<file path="src/rtl/pmc_pkg.sv">
// Package: shared state encoding for the low-power mode sequencer.
// Assumes: the encoding is visible at the top-level `mode` port and is
// therefore part of the block's interface.
package pmc_pkg;
    typedef enum logic [1:0] {
        PM_RUN    = 2'd0,
        PM_HALT   = 2'd1,
        PM_STOP   = 2'd2,
        PM_SETTLE = 2'd3
    } pm_state_e;
endpackage

</file>
<file path="src/rtl/pmc_wake_qual.sv">
// Module: pmc_wake_qual
// Forms the two wake conditions from the per-source interrupt inputs:
// any enabled request (for light sleep) and any enabled port request
// (for deep sleep). Purely combinational.
// Assumes: the request inputs are already synchronous to clk.
module pmc_wake_qual #(
    parameter int N_IRQ = 4
) (
    input  logic [N_IRQ-1:0] irq_req,
    input  logic [N_IRQ-1:0] irq_en,
    input  logic [N_IRQ-1:0] irq_port,
    output logic             any_wake,
    output logic             port_wake
);
    logic [N_IRQ-1:0] qual_any;
    logic [N_IRQ-1:0] qual_port;

    // Per-source qualification of each request.
    for (genvar g = 0; g < N_IRQ; g++) begin : g_src
        assign qual_any[g]  = irq_req[g] & irq_en[g];
        assign qual_port[g] = irq_req[g] & irq_en[g] & irq_port[g];
    end

    // Reduce the per-source terms into the two wake conditions.
    always_comb begin
        any_wake  = |qual_any;
        port_wake = |qual_port;
    end

    // a port wake is always also a general wake.
    always_comb begin
        a_r5_port_subset: assert (!port_wake || any_wake)
            else $error("port wake without general wake");
    end
endmodule

</file>
<file path="src/rtl/pmc_settle_timer.sv">
// Module: pmc_settle_timer
// Down-counter that times the oscillator settle window. `load` starts a
// window of SETTLE_CYC cycles. `done` is high in the window's last cycle.
// Assumes: SETTLE_CYC >= 1, and `load` is given in the cycle before the
// window starts.
module pmc_settle_timer #(
    parameter int SETTLE_CYC = 8
) (
    input  logic clk,
    input  logic rst_n,
    input  logic load,
    input  logic run,
    output logic done
);
    localparam int CW = (SETTLE_CYC > 1) ? $clog2(SETTLE_CYC) : 1;
    localparam logic [CW-1:0] LOAD_VAL = CW'(SETTLE_CYC - 1);

    logic [CW-1:0] cnt;

    // Load at the start of a window and count down while it is open.
    always_ff @(posedge clk) begin
        if (!rst_n) begin
            cnt <= '0;
        end else if (load) begin
            cnt <= LOAD_VAL;
        end else if (run && cnt != '0) begin
            cnt <= cnt - 1'b1;
        end
    end

    // The window ends in the cycle where the count reaches zero.
    always_comb done = (cnt == '0);

    // the count never goes past the window length.
    a_r7_cnt_bound: assert property (@(posedge clk) disable iff (!rst_n)
        cnt <= LOAD_VAL)
        else $error("settle count out of range");

    // while counting, the count steps down by exactly one.
    a_r7_cnt_step: assert property (@(posedge clk) disable iff (!rst_n)
        (run && !load && cnt != '0) |=> (cnt == $past(cnt) - 1'b1))
        else $error("settle count skipped");
endmodule

</file>
<file path="src/rtl/pmc_seq.sv">
// Module: pmc_seq
// Mode state machine. It moves between run, light sleep, deep sleep and
// settle, starts the settle timer, and registers the one-cycle
// watchdog-clear and wake pulses.
// Assumes: the instruction strobes last one cycle, and the wake terms
// come from pmc_wake_qual in the same cycle.
module pmc_seq
    import pmc_pkg::*;
(
    input  logic      clk,
    input  logic      rst_n,
    input  logic      halt_req,
    input  logic      stop_req,
    input  logic      lv_force_stop,
    input  logic      any_wake,
    input  logic      port_wake,
    input  logic      settle_done,
    output pm_state_e state,
    output logic      settle_load,
    output logic      settle_run,
    output logic      wdt_clr,
    output logic      wake_evt
);
    pm_state_e nxt;

    // Next-state choice; the low-voltage force wins over everything else.
    always_comb begin
        nxt = state;
        unique case (state)
            PM_RUN: begin
                if (lv_force_stop || stop_req) nxt = PM_STOP;
                else if (halt_req)             nxt = PM_HALT;
            end
            PM_HALT: begin
                if (lv_force_stop) nxt = PM_STOP;
                else if (any_wake) nxt = PM_RUN;
            end
            PM_STOP: begin
                if (!lv_force_stop && port_wake) nxt = PM_SETTLE;
            end
            PM_SETTLE: begin
                if (lv_force_stop)    nxt = PM_STOP;
                else if (settle_done) nxt = PM_RUN;
            end
            default: nxt = PM_RUN;
        endcase
    end

    // Timer control: load on leaving deep sleep, count while settling.
    always_comb begin
        settle_load = (state == PM_STOP) && (nxt == PM_SETTLE);
        settle_run  = (state == PM_SETTLE);
    end

    // State register and the registered one-cycle pulses.
    always_ff @(posedge clk) begin
        if (!rst_n) begin
            state    <= PM_RUN;
            wdt_clr  <= 1'b0;
            wake_evt <= 1'b0;
        end else begin
            state    <= nxt;
            wdt_clr  <= settle_load;
            wake_evt <= (state != PM_RUN) && (nxt == PM_RUN);
        end
    end

    // the low-voltage force always lands in deep sleep.
    a_r8_lv_forces_stop: assert property (@(posedge clk) disable iff (!rst_n)
        lv_force_stop |=> (state == PM_STOP))
        else $error("low-voltage force ignored");

    // deep sleep is held unless a port interrupt qualifies.
    a_r5_stop_hold: assert property (@(posedge clk) disable iff (!rst_n)
        (state == PM_STOP && !port_wake) |=> (state == PM_STOP))
        else $error("deep sleep left without port wake");

    // the watchdog clear only follows deep sleep.
    a_r6_wdt_after_stop: assert property (@(posedge clk) disable iff (!rst_n)
        (state == PM_STOP && nxt == PM_SETTLE) |=> (wdt_clr && state == PM_SETTLE))
        else $error("watchdog clear missing on deep wake");

    // the wake event is a single-cycle pulse in the running state.
    a_r9_wake_single: assert property (@(posedge clk) disable iff (!rst_n)
        wake_evt |-> (state == PM_RUN) ##1 !wake_evt)
        else $error("wake event malformed");

    // the deep-sleep strobe beats the light-sleep strobe.
    a_r3_stop_wins: assert property (@(posedge clk) disable iff (!rst_n)
        (state == PM_RUN && stop_req) |=> (state == PM_STOP))
        else $error("stop request lost");

    // a lone light-sleep strobe reaches light sleep.
    a_r2_halt_entry: assert property (@(posedge clk) disable iff (!rst_n)
        (state == PM_RUN && halt_req && !stop_req && !lv_force_stop) |=> (state == PM_HALT))
        else $error("halt request lost");
endmodule

</file>
<file path="src/rtl/pwr_mode_ctrl.sv">
// Module: pwr_mode_ctrl (top)
// Low-power mode sequencer: it joins the wake qualifier, the state
// machine and the settle timer, and decodes the clock enables from
// the state.
// Assumes: synchronous active-low reset; all inputs synchronous to clk.
module pwr_mode_ctrl
    import pmc_pkg::*;
#(
    parameter int N_IRQ      = 4,
    parameter int SETTLE_CYC = 8
) (
    input  logic             clk,
    input  logic             rst_n,
    input  logic             halt_req,
    input  logic             stop_req,
    input  logic             lv_force_stop,
    input  logic [N_IRQ-1:0] irq_req,
    input  logic [N_IRQ-1:0] irq_en,
    input  logic [N_IRQ-1:0] irq_port,
    output logic             cpu_clk_en,
    output logic             osc_en,
    output logic             periph_clk_en,
    output logic             wdt_clr,
    output logic             wake_evt,
    output logic [1:0]       mode
);
    logic      any_wake;
    logic      port_wake;
    logic      settle_done;
    logic      settle_load;
    logic      settle_run;
    pm_state_e state;

    pmc_wake_qual #(.N_IRQ(N_IRQ)) u_qual (
        .irq_req  (irq_req),
        .irq_en   (irq_en),
        .irq_port (irq_port),
        .any_wake (any_wake),
        .port_wake(port_wake)
    );

    pmc_seq u_seq (
        .clk          (clk),
        .rst_n        (rst_n),
        .halt_req     (halt_req),
        .stop_req     (stop_req),
        .lv_force_stop(lv_force_stop),
        .any_wake     (any_wake),
        .port_wake    (port_wake),
        .settle_done  (settle_done),
        .state        (state),
        .settle_load  (settle_load),
        .settle_run   (settle_run),
        .wdt_clr      (wdt_clr),
        .wake_evt     (wake_evt)
    );

    pmc_settle_timer #(.SETTLE_CYC(SETTLE_CYC)) u_timer (
        .clk  (clk),
        .rst_n(rst_n),
        .load (settle_load),
        .run  (settle_run),
        .done (settle_done)
    );

    // Decode the clock enables from the current state.
    always_comb begin
        mode          = state;
        cpu_clk_en    = (state == PM_RUN);
        osc_en        = (state != PM_STOP);
        periph_clk_en = (state == PM_RUN) || (state == PM_HALT);
    end

    // the CPU clock never runs while the oscillator is off.
    a_r7_cpu_needs_osc: assert property (@(posedge clk) disable iff (!rst_n)
        cpu_clk_en |-> osc_en)
        else $error("cpu clock without oscillator");
endmodule

</file>
<file path="config.mk">
export PLATFORM = sky130hd
export DESIGN_NAME = pwr_mode_ctrl
export DESIGN_NICKNAME = d
export VERILOG_FILES = /design/src/rtl/pmc_pkg.sv /design/src/rtl/pmc_wake_qual.sv /design/src/rtl/pmc_settle_timer.sv /design/src/rtl/pmc_seq.sv /design/src/rtl/pwr_mode_ctrl.sv
export SDC_FILE = /design/constraint.sdc
export NUM_CORES = 1
export LEC_CHECK = 0
export BUFFER_PORTS_ARGS = -buffer_cell sky130_fd_sc_hd__buf_2
export CAP_MARGIN = 20
export CORE_AREA = 2 2 39 41
export CTS_CLUSTER_DIAMETER = 100
export CTS_CLUSTER_SIZE = 16
export DETAILED_ROUTE_END_ITERATION = 8
export DIE_AREA = 0 0 41 43
export GPL_TIMING_DRIVEN = 0
export RECOVER_POWER = 50
export SLEW_MARGIN = 10
export SYNTH_ARGS = -nofsm -noshare
export SYNTH_HDL_FRONTEND = slang
export SYNTH_SLANG_ARGS = --single-unit
</file>
<file path="constraint.sdc">
create_clock -name clk -period 2.38 [get_ports clk]
set_input_delay 0.714 -clock clk [delete_from_list [all_inputs] [get_ports clk]]
set_output_delay 0.714 -clock clk [all_outputs]
set_load 0.02 [all_outputs]
</file>
# ---- Yosys cells after proc, flatten, opt, wreduce, memory -nomap -nowiden
# Cells that the tools add are included.
dict set report word_totals {
  output_inout_bits 7
  input_bits 17
  elab_cells 43
  reg_bits 7
}
dict set report op_classes {
  n_eq_ne 5
  mux 10
  n_bitwise 8
  add_sub_neg 1
  n_reduce_logical 15
}
# op count
set ops {}
lappend ops {{2-bit 2-to-1 mux} 7}
lappend ops {{1-bit AND} 8}
lappend ops {{2-bit one-hot mux with 4 select lines} 1}
lappend ops {{4-bit OR reduction} 2}
lappend ops {{2-bit == test (second input constant)} 3}
lappend ops {{3-bit 2-to-1 mux} 2}
lappend ops {{1-bit logical AND} 4}
lappend ops {{2-bit zero test} 2}
lappend ops {{2-bit nonzero test} 2}
lappend ops {{3-bit zero test} 1}
lappend ops {{3-bit nonzero test} 1}
lappend ops {{3-bit by 1-bit subtractor with 3-bit output (second input constant)} 1}
lappend ops {{2-bit by 1-bit == test with 1-bit output (second input constant)} 1}
lappend ops {{1-bit logical OR} 2}
lappend ops {{2-bit != test (second input constant)} 1}
lappend ops {{1-bit zero test} 1}

# ---- Depth between registers and ports, before layout
dict set report depth {
  depth_word 9
  mapped_depth 7
}

# ---- Modules after synthesis
# From an unflattened synthesis, not the netlist that was laid out.
dict set report hier_totals {
  cells_unflattened 46
  area_unflattened_um2 437.9
}
# mod cells_per_inst area_each_um2 instances seq_area_each_um2
set by_module_without_submodules {}
lappend by_module_without_submodules {pmc_seq 19 198.9 1 80.1}
lappend by_module_without_submodules {pmc_settle_timer 16 180.2 1 60.1}
lappend by_module_without_submodules {pmc_wake_qual 8 45.0 1 0.0}
lappend by_module_without_submodules {pwr_mode_ctrl 3 13.8 1 0.0}

# ---- Worst setup path after synthesis
# No wires, ideal clock.
dict set report synth_path {
  kind {reg2out}
  start {register u_seq.state[0]}
  end {output port osc_en}
  n_path_buf 0
  path_stages_with_launch 2
  arrival_time_ns 0.785
  setup_slack_ns 0.881
  cell_sequence {dfxtp_1 > nand2b_1}
}
dict set report synth_via {
  elab_chain_cells 1
}
# item line
set synth_rtl {}
lappend synth_rtl {{start, declared} pmc_seq.sv:18} ;# output pm_state_e state,
lappend synth_rtl {{start signal, assigned} pmc_seq.sv:62} ;# state <= nxt;
lappend synth_rtl {{2-bit != test} pwr_mode_ctrl.sv:70} ;# osc_en = (state != PM_STOP);
lappend synth_rtl {{end, declared} pwr_mode_ctrl.sv:21} ;# output logic osc_en,
# No other way between the ends.

# ---- Worst setup path after layout
# Ends and elaborated chain as after synthesis.

==> out/qor.csv <==
stage,metric,value,unit
outcome,status,"complete, no violations",
route,dr.pass1.iters,4,
place,hpwlAfterDp,739.5,um
floorplanning,initial_utilization,0.3011,
sta,tightest_slew,0.6225,ns
clock_tree,htreeDepth,1,
floorplanning,io_pins,24,
worst_setup_path,crit_required,1.67,ns
worst_setup_path,critPathMaxFanout,9,
job,max-cap-violations,0,
sta,drv_slew,0,
clock_tree,clock-sinks,7,
worst_setup_path,path_cells,nand2b_1 -> buf_2,
cells_and_area,nNetsFinal,93,
route,viasPerCell,5.045,
yosys,postSynthAreaPerCell,9.058,um^2
clock_tree,clk_pin_slew_worst_paths,0.05,ns
yosys,ys.warnings.count,0,
yosys,synth_common_cells,"dfxtp_1 (7), inv_1 (5)",
sta,setup_viol,0,
yosys,syn-cell-area,416.7,um^2
grt,grt-ovfl-total,0,
yosys,synth.distinct_cells,25,
yosys,syn_inst,46,
sta,finalSetupTns,0,ns
clock_tree,cts_made_buffers,3,
worst_hold_path,min_path_type,flip-flop to flip-flop,
cells_and_area,drive_above_1_share,0.3562,
clock_tree,cts_setup_buffers,0,
clock_tree,cts_root_buf,clkbuf_4,
yosys,seq_area_frac_synth,0.3363,
yosys,synth_edf_count,0,
sta,finClkSkew,0.007570,ns
grt,grt_pass1_vias,417,
sta,period_needed,1.764,ns
yosys,synth_top_area_frac,0.3363,
route,wirelength,916,um
yosys,synthFlopType,dfxtp_1,
place,port_buffers,23,
clock_tree,cts_tree,yes,
sta,hold_violations,0,
worst_setup_path,startpoint,u_seq.state[0],
yosys,synthesis.nets,65,
power,power_density,562.6,nW/um^2
power,p_leak,0.2641,nW
worst_setup_path,critPathCaptureType,primary output,
worst_setup_path,path_buf_inv,1,
clock_tree,cts_hold_buffers,0,
worst_setup_path,path_class,flip-flop to primary output,
floorplanning,die-area,1763,um^2
floorplanning,coreArea,1384,um^2
yosys,yosysTopAreaCell,dfxtp_1,
floorplanning,rows,14,
route,antenna_left,0,
worst_setup_path,critPathMaxStageDelay,0.48,ns
route,drt-initial-drc-count,10,
worst_setup_path,r2r_cells,7,
yosys,ys_ff_latch,7,
sta,slew_headroom,0.5812,
sta,max_freq,0.5668,GHz
worst_setup_path,path_delay_family,flip-flops,
sta,rsz0062_at_grt,false,
cells_and_area,final_util,0.4069,
worst_setup_path,r2r-end,u_timer.cnt[1],
worst_setup_path,slowest_stage,dfxtp_1,
worst_setup_path,worstReg2RegStart,u_timer.cnt[0],
route,num_vias,449,
place,gp_congestion,0.6701,
floorplanning,die_y,43,um
route,drc,0,
clock_tree,cts_resized,0,
worst_setup_path,critPathCapture,osc_en,
grt,grt_pass1_wl,1656,um
floorplanning,floorplan.die.width,41,um
yosys,synth_area_leaders,"dfxtp_1 (34%), o2bb2ai_1 (6.3%), ha_1 (6.0%), mux2i_1 (4.8%), and3_1 (4.5%)",
worst_setup_path,r2r_slack,0.91,ns
worst_setup_path,crit_cells,2,
cells_and_area,syn_to_final_growth,35.14,%
worst_setup_path,cp_data_arrival_time,1.05,ns
grt,antenna_found_initial,0,
worst_setup_path,startpoint_type,flip-flop,
yosys,synth_most_common_cell,dfxtp_1,
power,finalPower,0.0003168,W
yosys,ys_async_sr_fraction,0,
grt,grt_max_degree,10,
power,ir_drop,175.3,uV
grt,grt_use_total,0.1449,
route,routedWlPerCell,10.29,um
clock_tree,insertion_delay,0.26,ns
cells_and_area,antennaDiodeCount,0,
sta,fin_crit_sh,0.7413,
clock_tree,cts_buffer_depth,2,
-- where the power goes --
group	leakage, nW	switching (W)	internal [W]	total (W)
Sequential	0.0573	0.00000549	0.000124	0.000129
Combinational	0.192	0.0000387	0.0000355	0.0000742
Clock	0.0150	0.0000488	0.0000643	0.000113
Total	0.264	0.0000930	0.000224	0.000317
-- routing by layer --
| metal | global-route usage | routed length [um] | up-vias | share of wire |
|---|---|---|---|---|
| met5 | 0 | 0 | - | 0 |
| met4 | 0.1200 | 29 | 0 | 0.032 |
| met3 | 0.04712 | 77 | 2 | 0.084 |
| met2 | 0.2156 | 436 | 28 | 0.48 |
| met1 | 0.1553 | 373 | 193 | 0.41 |
| li1 | - | - | 226 | - |
-- sequential cells by signal, indices dropped and copies added, names as in the netlist --
name,count
u_seq.wake_evt,1
u_timer.cnt,3
u_seq.wdt_clr,1
u_seq.state,2
-- cell usage in the layout, fill, tap and decap left out, types with 2 or more instances in the layout --
master and instances:
buf_2 22, dfxtp_1 7, clkbuf_1 3, nor2_1 3
mux2i_1 2, nand2b_1 3, ha_1 2, inv_1 5
clkbuf_4 3, a31oi_1 2, and3_1 3, o2bb2ai_1 3
-- worst register-to-register path: stages (launching register included) --
cell	delay, ns
dfxtp_1	0.31
inv_1	0.05
ha_1	0.19
ha_1	0.20
and3b_1	0.20
buf_2	0.14
mux2i_1	0.19
o2bb2ai_1	0.12
-- area by class of cell --
cell class              instances  area, um^2
flip-flops and latches          7       140.1
inverters                       5       18.77
plain buffers                   1       5.005
well taps                      16       20.02
clock buffers                   4       26.28
multi-input cells              33       240.2
fillers                       140       820.8
repair buffers                 23       112.6
-- per-stage QoR --
| stage | setup slack (ns) | instances | cell area, um^2 | hold WS [ns] |
|---|---|---|---|---|
| 2_1_floorplan | 0.8811 | 46 | 416.7 | 0.5483 |
| 3_3_place_gp | 0.6731 | 85 | 551.8 | 0.5771 |
| 3_5_place_dp | 0.6795 | 85 | 551.8 | 0.5721 |
| 4_1_cts | 0.5941 | 89 | 578.1 | 0.5832 |
| 5_1_grt | 0.5135 | 89 | 563.0 | 0.6296 |
| 6_report | 0.6158 | 89 | 563.0 | 0.5799 |
-- worst min-delay path by stage --
stage,depth (start not counted),start,slack [ns],endpoint
CTS,3,u_timer.cnt[2],0.58,u_timer.cnt[2]
finish,3,u_timer.cnt[1],0.58,u_timer.cnt[1]
global route,3,u_timer.cnt[1],0.63,u_timer.cnt[1]
global placement,3,u_timer.cnt[2],0.58,u_timer.cnt[2]
floorplan,3,u_timer.cnt[1],0.55,u_timer.cnt[1]
detailed placement,3,u_timer.cnt[2],0.57,u_timer.cnt[2]
-- logic make-up after synthesis --
logic type	after synthesis	share of synthesized area
fa+ha+maj	2	0.06005
flops	7	0.3363
buf+inv	6	0.05705
xor+xnor	1	0.02102
mux	2	0.04805
simple gates	17	0.2553
compound gates	11	0.2222
Note: power is estimated with default switching activity, not from simulation.
